--- src/rtl/rs485_dir_pkg.sv ---
package rs485_dir_pkg;
  typedef enum logic [1:0] {
    DIR_IDLE  = 2'd0,
    DIR_DRIVE = 2'd1,
    DIR_TURN  = 2'd2
  } dir_state_t;
endpackage

--- src/rtl/rs485_tsr_track.sv ---
// Tracks whether the transmit shift register holds a byte.
module rs485_tsr_track (
  input  logic clk,
  input  logic rst,
  input  logic load,
  input  logic done,
  output logic occ_next
);
  logic occ_q;

  // a load in the same cycle as a done means a new byte is in place
  assign occ_next = load | (occ_q & ~done);

  always_ff @(posedge clk) begin
    if (rst) occ_q <= 1'b0;
    else     occ_q <= occ_next;
  end
endmodule

--- src/rtl/rs485_turn_cnt.sv ---
// Turnaround down-counter in bit periods.
module rs485_turn_cnt #(
  parameter int W = 8
) (
  input  logic         clk,
  input  logic         rst,
  input  logic         start,
  input  logic [W-1:0] start_val,
  input  logic         dec,
  output logic         last
);
  localparam logic [W-1:0] ONE = W'(1);

  logic [W-1:0] cnt_q;

  assign last = (cnt_q == ONE);

  always_ff @(posedge clk) begin
    if (rst)                      cnt_q <= '0;
    else if (start)               cnt_q <= start_val;
    else if (dec && cnt_q != '0)  cnt_q <= cnt_q - ONE;
  end
endmodule

--- src/rtl/rs485_txe_irq.sv ---
// Transmit-empty interrupt generation in two modes.
module rs485_txe_irq #(
  parameter int LVL_W = 8
) (
  input  logic             clk,
  input  logic             rst,
  input  logic             mode,
  input  logic [LVL_W-1:0] level,
  input  logic [LVL_W-1:0] trigger,
  input  logic             tsr_occ,
  output logic             irq
);
  logic fifo_empty;
  logic below_trig;
  logic irq_nx;

  assign fifo_empty = (level == '0);
  assign below_trig = (level < trigger);

  always_comb begin
    if (mode) irq_nx = (below_trig & ~fifo_empty) | (fifo_empty & ~tsr_occ);
    else      irq_nx = below_trig | fifo_empty;
  end

  always_ff @(posedge clk) begin
    if (rst) irq <= 1'b0;
    else     irq <= irq_nx;
  end
endmodule

--- src/rtl/rs485_dir_ctrl.sv ---
module rs485_dir_ctrl #(
  parameter int LVL_W  = 8,
  parameter int TURN_W = 8
) (
  input  logic              clk,
  input  logic              rst,
  input  logic              bit_tick,
  input  logic              tsr_load,
  input  logic              tsr_done,
  input  logic [LVL_W-1:0]  fifo_level,
  input  logic [LVL_W-1:0]  tx_trigger,
  input  logic [TURN_W-1:0] turn_time,
  input  logic              dir_sel,
  input  logic              irq_mode,
  output logic              rts_out,
  output logic              dtr_out,
  output logic              tx_empty_irq
);
  import rs485_dir_pkg::*;

  dir_state_t state_q, state_nx;
  logic       fifo_nz;
  logic       busy_req;
  logic       occ_next;
  logic       cnt_start;
  logic       cnt_dec;
  logic       cnt_last;
  logic       drive_nx;

  assign fifo_nz  = (fifo_level != '0);
  assign busy_req = tsr_load | fifo_nz;

  rs485_tsr_track u_track (
    .clk      (clk),
    .rst      (rst),
    .load     (tsr_load),
    .done     (tsr_done),
    .occ_next (occ_next)
  );

  always_comb begin
    state_nx  = state_q;
    cnt_start = 1'b0;
    cnt_dec   = 1'b0;
    case (state_q)
      DIR_IDLE: begin
        if (busy_req) state_nx = DIR_DRIVE;
      end
      DIR_DRIVE: begin
        if (tsr_done && !busy_req) begin
          if (turn_time == '0) begin
            state_nx = DIR_IDLE;
          end else begin
            state_nx  = DIR_TURN;
            cnt_start = 1'b1;
          end
        end
      end
      DIR_TURN: begin
        if (busy_req) begin
          state_nx = DIR_DRIVE;
        end else if (bit_tick) begin
          cnt_dec = 1'b1;
          if (cnt_last) state_nx = DIR_IDLE;
        end
      end
      default: state_nx = DIR_IDLE;
    endcase
  end

  rs485_turn_cnt #(.W(TURN_W)) u_cnt (
    .clk       (clk),
    .rst       (rst),
    .start     (cnt_start),
    .start_val (turn_time),
    .dec       (cnt_dec),
    .last      (cnt_last)
  );

  assign drive_nx = (state_nx != DIR_IDLE);

  always_ff @(posedge clk) begin
    if (rst) begin
      state_q <= DIR_IDLE;
      rts_out <= 1'b0;
      dtr_out <= 1'b0;
    end else begin
      state_q <= state_nx;
      rts_out <= drive_nx & ~dir_sel;
      dtr_out <= drive_nx &  dir_sel;
    end
  end

  rs485_txe_irq #(.LVL_W(LVL_W)) u_irq (
    .clk     (clk),
    .rst     (rst),
    .mode    (irq_mode),
    .level   (fifo_level),
    .trigger (tx_trigger),
    .tsr_occ (occ_next),
    .irq     (tx_empty_irq)
  );
endmodule

--- config.mk ---
export PLATFORM = sky130hd
export DESIGN_NAME = rs485_dir_ctrl
export DESIGN_NICKNAME = d
export VERILOG_FILES = /design/src/rtl/rs485_dir_pkg.sv /design/src/rtl/rs485_tsr_track.sv /design/src/rtl/rs485_turn_cnt.sv /design/src/rtl/rs485_txe_irq.sv /design/src/rtl/rs485_dir_ctrl.sv
export SDC_FILE = /design/constraint.sdc
export NUM_CORES = 1
export LEC_CHECK = 0
export ABC_CLOCK_PERIOD_IN_PS = 6250
export BUFFER_PORTS_ARGS = -buffer_cell sky130_fd_sc_hd__buf_4
export CAP_MARGIN = 40
export CORE_MARGIN = 1
export CORE_UTILIZATION = 31
export CTS_BUF_LIST = sky130_fd_sc_hd__clkbuf_4
export CTS_CLUSTER_DIAMETER = 50
export DETAILED_ROUTE_END_ITERATION = 8
export MAX_ROUTING_LAYER = met4
export SETUP_SLACK_MARGIN = 0.05
export SLEW_MARGIN = 10
export SYNTH_ARGS = -nofsm -noshare
export SYNTH_HDL_FRONTEND = slang
export SYNTH_SLANG_ARGS = --single-unit
--- constraint.sdc ---
create_clock -name clk -period 6.25 [get_ports clk]
set_input_delay 0.9375 -clock clk [delete_from_list [all_inputs] [get_ports clk]]
set_output_delay 0.9375 -clock clk [all_outputs]
set_load 0.1 [all_outputs]
---- Word level (Yosys, flattened, before mapping) ----
Cells that the tools add are included.
storage, ports and cells
  output and inout bits ................... 3
  latch bits .............................. 0
  bits in read-only memories .............. 0
  flip-flop bits (word level) ............. 14
  memories kept ........................... 0
  input bits .............................. 31
  bits in writable memories ............... 0
cells by class
  eq/ne operators ......................... 3
  $lt $le $gt $ge ......................... 1
  divide/modulo/power cells ............... 0
  shifts and indexed selects .............. 0
  bitwise operators ....................... 13
  multipliers ............................. 0
  add/subtract/negate cells ............... 1
  mux-type cells .......................... 16
  reduce and logical (&&, ||, !) cells .... 10
operators by type and width
  operator                                                                count
  8-bit logical NOT                                                       2
  8-bit 2-to-1 mux                                                        2
  8-bit nonzero test                                                      2
  2-bit 2-to-1 mux                                                        6
  8-bit by 1-bit equality test with 1-bit output (second input constant)  1
  8-bit less-than comparator                                              1
  8-bit by 1-bit subtractor with 8-bit output (second input constant)     1
  1-bit 2-to-1 mux                                                        7
  2-bit case mux with 3 select lines                                      1
  1-bit bitwise AND                                                       5
  1-bit NOT                                                               4
  1-bit bitwise OR                                                        4
  2-bit nonzero test                                                      2
  2-bit by 1-bit equality test with 1-bit output (second input constant)  1
  2-bit equality test (second input constant)                             1
  1-bit logical AND                                                       2
  2-bit logical NOT                                                       1
  1-bit logical NOT                                                       1

---- Depth between registers and ports, before layout ----
Gate-level depths: netlist of run 1.
  word-level depth ........................ 8
  gate-level depth with buffers ........... 7
  gate-level depth less buffers ........... 7

---- By module ----
Synthesis of run 1 repeated with hierarchy kept, for this count alone.
unflattened totals
  cell total of the unflattened synthesis .. 122
  area total of the unflattened synthesis .. 1,036.0 um^2
modules (own cells, without submodules)
  module           instances  cells an instance  area an instance (um^2)
  rs485_turn_cnt   1          59                 524.3
  rs485_txe_irq    1          32                 242.7
  rs485_dir_ctrl   1          26                 219.0
  rs485_tsr_track  1          5                  50.0

---- Least setup slack after synthesis of run 1 ----
No wires, ideal clock.
  path type ............................... input port to flip-flop
  start point ............................. input fifo_level[6]
  end point ............................... register u_cnt.cnt_q[2]
  required time ........................... 6,159 ps
  setup time .............................. 91 ps
  cell stages on the path ................. 5
  slack ................................... 3,625 ps
  arrival ................................. 2,534 ps
  cells stage by stage .................... or4_4 nor4_4 nand3_4 or3_1 a311oi_1
between the ends
  longest elaborated chain between the ends .. 7
  elaborated cells on any way between the ends .. 11
  classes of those cells .................. mux (5); bitwise (1); reduce/logical (5)
ends and longest elaborated chain
  what                                                    line                  text
  start, declared                                         rs485_dir_ctrl.sv:10  input logic [LVL_W-1:0] fifo_level,
  8-bit nonzero test *                                    rs485_dir_ctrl.sv:30  assign fifo_nz = (fifo_level != '0);
  1-bit bitwise OR *                                      rs485_dir_ctrl.sv:31  assign busy_req = tsr_load | fifo_nz;
  1-bit logical NOT                                       rs485_dir_ctrl.sv:50  if (tsr_done && !busy_req) begin
  1-bit logical AND                                       rs485_dir_ctrl.sv:50
  1-bit 2-to-1 mux                                        rs485_dir_ctrl.sv:50
  1-bit 2-to-1 mux                                        rs485_dir_ctrl.sv:45  case (state_q)
  8-bit 2-to-1 mux or 2-bit nonzero test (tied branches)  -
  end signal, assigned                                    rs485_turn_cnt.sv:20  else if (start) cnt_q <= start_val;
  end signal, assigned                                    rs485_turn_cnt.sv:21  else if (dec && cnt_q != '0) cnt_q <= cnt_q - ONE;
  end, declared                                           rs485_turn_cnt.sv:14  logic [W-1:0] cnt_q;
Mark *: on every way between the ends. The rest lies on a longest branch, timed or not.
A chain may end at the register's enable or synchronous reset.

---- Worst setup path in the final report of run 1 ----
Same ends and word-level chain as after synthesis.

==> results by group, run 1 <==
Status
  • Status: finished with violations
  • Failing checks: DRC

Die
  • Rows: 19
  • Initial core utilization: 0.341
  • Die height: 58 um
  • Die ar.: 3360 sq um
  • Core footprint: 2850 sq um
  • Io pins: 34
  • Die X: 58 um

Final layout
  • Final net count: approximately 190
  • Cell area after layout: between 1000 and 1500 sq um
  • Fraction of layout cells with a size suffix above 1: 0.295
  • Syn-to-layout area delta: 30.8%
  • ANT cells: 0

Timing
  • FMAX: 0.393 GHz
  • Hold Fails Final Rpt: 0
  • Worst Setup Slack, final: about 3.7 ns
  • Min Hold Slack: 0.492 ns
  • Setup TNS: 0 ns
  • Period minus WS final: between 2 and 3 ns
  • Final Cycle Share: 0.407
  • Worst-Margin Slew: 0.413 ns
  • Unrepaired setup endpoints after global routing: no
  • Slew Limit Fails: 0
  • Final setup fails: 0
  • Worst slew margin: 0.724
  • Worst Skew: 0.00701 ns

Placed design
  • Gp weighted congestion: 0.813
  • PortBufs: 33
  • Pre-CTS WS: 3.39 ns
  • DPL Wire Length: about 1.8 mm
  • Placement Cell Area: 1240 sq um

Run
  • Max-cap violations: 0

Drt
  • Drt first pass iters: 8
  • DR WL/cell: about 13 um
  • Final wirelength: roughly 2.3 mm
  • Via Count: about 990
  • DRT iter0 DRCs: 27
  • Vias per cell: 5.47
  • Post-DRT Antenna Nets: 0
  • DRC violations left: 3

CTS
  • CTS buffer count: 3
  • CTS Sinks: 14
  • Clock latency on the worst-skew pair: 0.29 ns
  • Clk Tree Root Cell: clkbuf_4
  • CTS clk-pin slew, worst paths: 0.09 ns
  • H-tree depth: 1
  • Clock tree from TritonCTS: done
  • Setup repair bufs after CTS: 0
  • Clk buf depth: 2
  • Hold_buf cts: 0
  • Resized cells post-CTS: 0

Worst setup path
  • Register-to-Register Setup Slack: 4.54 ns
  • Crit end category: flip-flop
  • Startpoint types: input pin
  • CP max FO: 10
  • Req. time, crit path: 6.46 ns
  • Arrival @ worst endpoint: 2.75 ns
  • CP Class: in -> reg

Pwr
  • Max IR drop VDD: 0.0607 mV
  • Total Power: 190 uW
  • Share of total power in the clock network: 0.289
  • Leakage power: ~0.00057 uW
  • Sw Share: 0.291
  • Seq pwr share: 0.483
  • Comb power frac: 0.228
  • Net switching power: about 55 uW
  • Internal power: 135 uW
  • P per Cell Area: around 150 nW/um^2

Synthesis
  • Seq/Total Area, Yosys: 0.288
  • Syn avg cell area: 8.45 sq um
  • Post-synthesis cell area: 972 sq um
  • Flops & latches, synth: 14
  • Synth Instances: between 100 and 150
  • Syn nets: around 160
  • Distinct cells, synth: 40
  • YS warnings: 0

Global route
  • Vias in the first global route: 913
  • GRT overflow: 0
  • Initial antenna violation count: 0
  • First-pass GRT wire length: 3.94 mm
  • GRT Total Usage: 0.159
  • Pin count of the biggest net entering global routing: 15

Min path
  • Hold crit path type: reg -> reg
-- cells by family after synthesis --
family	count (synthesis)	share of synthesized area
multiplexers	1	0.0103
flip-flops	14	0.288
buffers and inverters	15	0.0605
AND/OR/NAND/NOR	45	0.297
adder cells (fa/ha/maj)	10	0.129
AO/OA/AOI/OAI	28	0.197
XOR/XNOR	2	0.0180
-- final cells by class --
type	count	area, sq um
clock inverters	1	3.75
flip-flops and latches	14	280
repair buffers	33	248
inverters	12	45.0
well taps	31	38.8
multi-input cells	86	633
clock buffers	3	22.5
fillers	300	1580
-- cells in the final DEF (no fill, tap or decap), types with 2 or more instances in the layout --
master    count
buf_4        33
dfxtp_1      14
inv_1        12
ha_1         10
a21oi_1       8
nor3_1        7
nor2_1        7
nand3_1       5
a211oi_1      4
nand2_1       3
a22oi_1       3
or3_1         3
a21o_1        3
clkbuf_4      3
or4_4         2
nor4_1        2
nand4_1       2
or2_2         2
a32oi_1       2
nor3b_1       2
o22ai_1       2
-- worst paths after layout --
check / endpoint / startpoint / cells past startpoint
hold / removal: u_track.occ_q$_SDFF_PP0_ / u_track.occ_q$_SDFF_PP0_ / 2
hold reg to reg: u_track.occ_q$_SDFF_PP0_ / u_track.occ_q$_SDFF_PP0_ / 2
setup reg to reg: u_cnt.cnt_q[2]$_SDFFE_PP0P_ / state_q[1]$_SDFF_PP0_ / 5
setup / recovery: u_cnt.cnt_q[2]$_SDFFE_PP0P_ / fifo_level[6] / 6
-- through the flow --
step / std cells / utilization
after CTS: 180 / 0.446
after floorplan: 115 / -
after global placement: 176 / 0.436
final: 180 / 0.446
after detailed placement: 176 / 0.436
after global routing: 180 / 0.446
-- power by group through the flow --
stage / registers [uW] / logic (uW) / clock network [uW]
6_report: 92.0 / 43.3 / 55.1
4_1_cts: 92.0 / 44.0 / 58.8
2_1_floorplan: 104 / 12.3 / 0
5_1_grt: 92.3 / 47.7 / 63.5
3_3_place_gp: 94.0 / 43.0 / 0
3_5_place_dp: 94.0 / 43.9 / 0
-- flip-flops by register name (all words and copies together), names as in the netlist --
signal and cells:
dtr_out 1, rts_out 1, state_q 2, u_cnt.cnt_q 8, u_irq.irq 1, u_track.occ_q 1
-- critical path, stage by stage --
cell and delay, ns:
buf_4 0.12, or4_4 0.56, nor4_4 0.39, nand3_4 0.18, or3_1 0.33, a311oi_1 0.24
-- synthesized netlist by cell type, drive strengths merged --
master / count / area, sq um
or3: 3 / 18.8
ha: 10 / 125
a2bb2oi: 1 / 8.76
clkbuf: 1 / 3.75
nand2: 3 / 11.3
a211oi: 4 / 30.0
and3: 1 / 7.51
o311ai: 1 / 8.76
o22ai: 2 / 12.5
nor3b: 2 / 15.0
nand2b: 1 / 6.26
a32oi: 2 / 17.5
a21o: 3 / 22.5
nor4: 3 / 33.8
or2: 2 / 12.5
and4: 1 / 8.76
or2b: 1 / 7.51
o21ai: 1 / 5.00
a22oi: 3 / 22.5
xor2: 1 / 8.76
and2: 1 / 6.26
nor2b: 1 / 6.26
o31ai: 1 / 7.51
and2b: 1 / 8.76
nand4: 2 / 12.5
a311oi: 1 / 8.76
nand3: 6 / 42.5
buf: 2 / 10.0
o211ai: 1 / 7.51
nor3: 7 / 35.0
or4: 3 / 30.0
dfxtp: 14 / 280
mux2i: 1 / 10.0
nor2: 7 / 26.3
a21oi: 8 / 40.0
inv: 12 / 45.0
xnor2: 1 / 8.76
-- layer usage --
layer  vias up  share of wire  track usage
met4         0          0.016       0.0816
met5         -              0            -
li1        496              -            -
met2        40           0.49        0.241
met3         4          0.068       0.0379
met1       445           0.43        0.196
(Power assumes the default switching activity.)
==> run 2: changes to the inputs <==
--- a/config.mk
+++ b/config.mk
@@ -5,7 +5,8 @@
 export SDC_FILE = /design/constraint.sdc
 export NUM_CORES = 1
 export LEC_CHECK = 0
-export ABC_CLOCK_PERIOD_IN_PS = 6250
+export ABC_AREA = 1
+export ABC_CLOCK_PERIOD_IN_PS = 2100
 export BUFFER_PORTS_ARGS = -buffer_cell sky130_fd_sc_hd__buf_4
 export CAP_MARGIN = 40
 export CORE_MARGIN = 1
==> constraint.sdc (replaced) <==
create_clock -name clk -period 2.1 [get_ports clk]
set_input_delay 0.315 -clock clk [delete_from_list [all_inputs] [get_ports clk]]
set_output_delay 0.315 -clock clk [all_outputs]
set_load 0.1 [all_outputs]
==> results by group, run 2 <==
Synthesis
  • Most common flop cell mapped by yosys: dfxtp_1
  • Post-synth EDFFs: 0
  • Distinct cells, synth: 28
  • YS warnings: 0
  • Simple-Gate Fraction of Synth Area: 0.443
  • Post-synthesis compound-gate area fraction: 0.0722
  • Share of the synthesized area in the top cell type: 0.238
  • Cell taking the most area after synthesis: dfxtp_1
  • XOR/XNOR Fraction of Synth Area: 0.0297
  • Top cells by count, synth: nor2_1, nand2_1, inv_1
  • Synth Instances: 186
  • Syn avg cell area: roughly 6.3 sq um
  • Largest family of logic cells by synthesized area: simple AND/OR/NAND/NOR gates
  • Post-synthesis cell area: 1180 sq um
  • Async S/R FF share, synth: 0
  • Synth top area cells: dfxtp_1, nor2_1, ha_1
  • Cell with the most instances after synthesis: nor2_1
  • Mux share of post-synthesis cell area: 0
  • Adder-Cell Fraction of Synth Area: 0.106
  • Flops & latches, synth: 14
  • Syn nets: around 230
  • Seq/Total Area, Yosys: 0.238

Drt
  • DR WL/cell: 10.4 um
  • Drt first pass iters: 4
  • DRT iter0 DRCs: 50
  • Via Count: between 1k and 1.5k
  • Vias per cell: 4.39
  • DRC violations left: 0
  • Post-DRT Antenna Nets: 0
  • Final wirelength: 2.81 mm

Placed design
  • Gp weighted congestion: 0.798
  • PortBufs: 33
  • DPL Wire Length: 2.31 mm

Timing
  • Slew Limit Fails: 0
  • Setup TNS: 0 ns
  • Final setup fails: 0
  • Period minus WS final: 1.44 ns
  • Hold Fails Final Rpt: 0
  • Worst-Margin Slew: 0.269 ns
  • Worst Skew: 0.00648 ns
  • FMAX: 0.693 GHz
  • Unrepaired setup endpoints after global routing: no
  • Final Cycle Share: 0.687
  • Worst slew margin: 0.820

Min path
  • Hold Path Stages: 4
  • Hold crit path type: in -> reg

Die
  • Initial core utilization: 0.322
  • Core footprint: 3660 sq um
  • Die ar.: a little over 4000 sq um
  • Die X: 63.7 um
  • Io pins: 34
  • Rows: 22
  • Die height: 63.7 um

Worst setup path
  • Req. time, crit path: 2.28 ns
  • Stages on the worst setup path: 10
  • Arrival @ worst endpoint: between 1.5 and 2 ns
  • Worst path buffer plus inverter count: 2
  • Most frequent CP cell: nor2_1
  • CP Class: reg -> reg
  • CP top delay family: simple AND/OR/NAND/NOR gates
  • Startpoint types: flip-flop
  • CP max FO: 7
  • Worst R2R Path Depth: 10
  • Slowest cell on crit path: dfxtp_1
  • Crit end category: flip-flop
  • Critical-path cell list: inv_1, ha_1, nand2_1, inv_1, nand2_2, nand4_2, nand2_4, nor2_1, nor2_1, nor2_1
  • CP max stage delay: 0.34 ns

Final layout
  • Commonest non-fill, non-tap cell in the layout: nor2_1
  • Final net count: 264
  • ANT cells: 0
  • Biggest regs: u_cnt.cnt_q: 8 flops, state_q: 2 flops
  • Max reg flops: 8
  • Fraction of layout cells with a size suffix above 1: 0.248
  • Fill count: between 400 and 500
  • Register with the most flip-flops: u_cnt.cnt_q
  • Highest-count cells in the layout ignoring fill and taps: nor2_1, buf_4, nand2_1
  • Syn-to-layout area delta: 28.0%

Global route
  • Vias in the first global route: 1142
  • Initial antenna violation count: 0
  • GRT overflow: 0
  • Pin count of the biggest net entering global routing: 12
  • GRT Total Usage: 0.163
  • First-pass GRT wire length: 5.05 mm

Pwr
  • Seq pwr share: 0.472
  • Comb power frac: 0.249
  • Max IR drop VDD: 0.243 mV
  • Leakage power: 0.000791 uW
  • Net switching power: 179 uW
  • Internal power: 403 uW
  • Share of total power in the clock network: 0.280
  • P per Cell Area: 385 nW/um^2
  • Sw Share: 0.307
  • Total Power: about 580 uW

CTS
  • Resized cells post-CTS: 0
  • Clk buf depth: 2
  • Clock tree from TritonCTS: done
  • Clk Tree Root Cell: clkbuf_4
  • Clock latency on the worst-skew pair: slightly below 0.3 ns
  • H-tree depth: 1
  • CTS clk-pin slew, worst paths: around 0.090 ns
  • CTS buffer count: 3
  • Setup repair bufs after CTS: 0
  • CTS Sinks: 14
  • Hold_buf cts: 0

Run
  • Max-cap violations: 0

Status
  • Status: finished, final reports clean
run 2: changes by cell type in the layout (fill, tap and decap cells not counted), moves of 4 or more:
cell / delta
inv_1: +19
nand2_1: +29
nand2_2: +4
nand3_1: +6
nand4_1: +4
nor2_1: +34
nor2_2: +4
nor3_1: -6
run 2: cells by family after synthesis:
| kind of cell | after synthesis |
|---|---|
| AOI/OAI and AO/OA | 15 |
| xor gates and xnor gates | 4 |
| adders and majority gates | 10 |
| buffers and inverters | 35 |
| DFF | 14 |
| and+or+nand+nor | 108 |
run 2: final cells by class:
type	count	area, sq um	area share
repair buffers	33	248	0.164
clock inverters	1	3.75	0.00249
inverters	34	128	0.0846
well taps	48	60.1	0.0398
flip-flops and latches	14	280	0.186
multi-input cells	137	767	0.508
clock buffers	3	22.5	0.0149
run 2: worst min-delay path, stage by stage:
cell     delay [ns]
buf_4          0.08
nor2_1         0.03
nand2_1        0.05
inv_1          0.03
run 2: path summary, 6_finish.rpt:
kind	from	to	slack [ns]
setup / recovery	u_cnt.cnt_q[0]$_SDFFE_PP0P_	u_cnt.cnt_q[4]$_SDFFE_PP0P_	0.66
hold / removal	dir_sel	rts_out$_SDFF_PP0_	0.26
setup reg to reg	u_cnt.cnt_q[0]$_SDFFE_PP0P_	u_cnt.cnt_q[4]$_SDFFE_PP0P_	0.66
hold reg to reg	u_track.occ_q$_SDFF_PP0_	u_track.occ_q$_SDFF_PP0_	0.50
run 2: metal layers:
layer	routed length (um)	share of wire	global-route usage
met1	1390	0.49	0.210
met2	1310	0.47	0.259
met3	95	0.034	0.0344
met4	18	0.0064	0.0341
met5	0	0	-
run 2: power groups by stage:
| stage | Combinational (uW) | Clock [uW] | Sequential, uW |
|---|---|---|---|
| floorplan | 48.9 | 0 | 308 |
| global placement | 145 | 0 | 280 |
| detailed placement | 146 | 0 | 280 |
| CTS | 146 | 167 | 274 |
| global route | 162 | 189 | 275 |
| finish | 145 | 163 | 274 |
run 2: through the flow:
step,hold slack [ns],area [sq um],util,cells,setup WS (ns)
detailed placement,0.478,1480,0.405,266,0.544
finish,0.261,1510,0.412,270,0.657
global placement,0.475,1480,0.405,266,0.557
floorplan,0.444,1180,-,186,0.805
CTS,0.259,1510,0.412,270,0.654
global route,0.250,1510,0.412,270,0.464
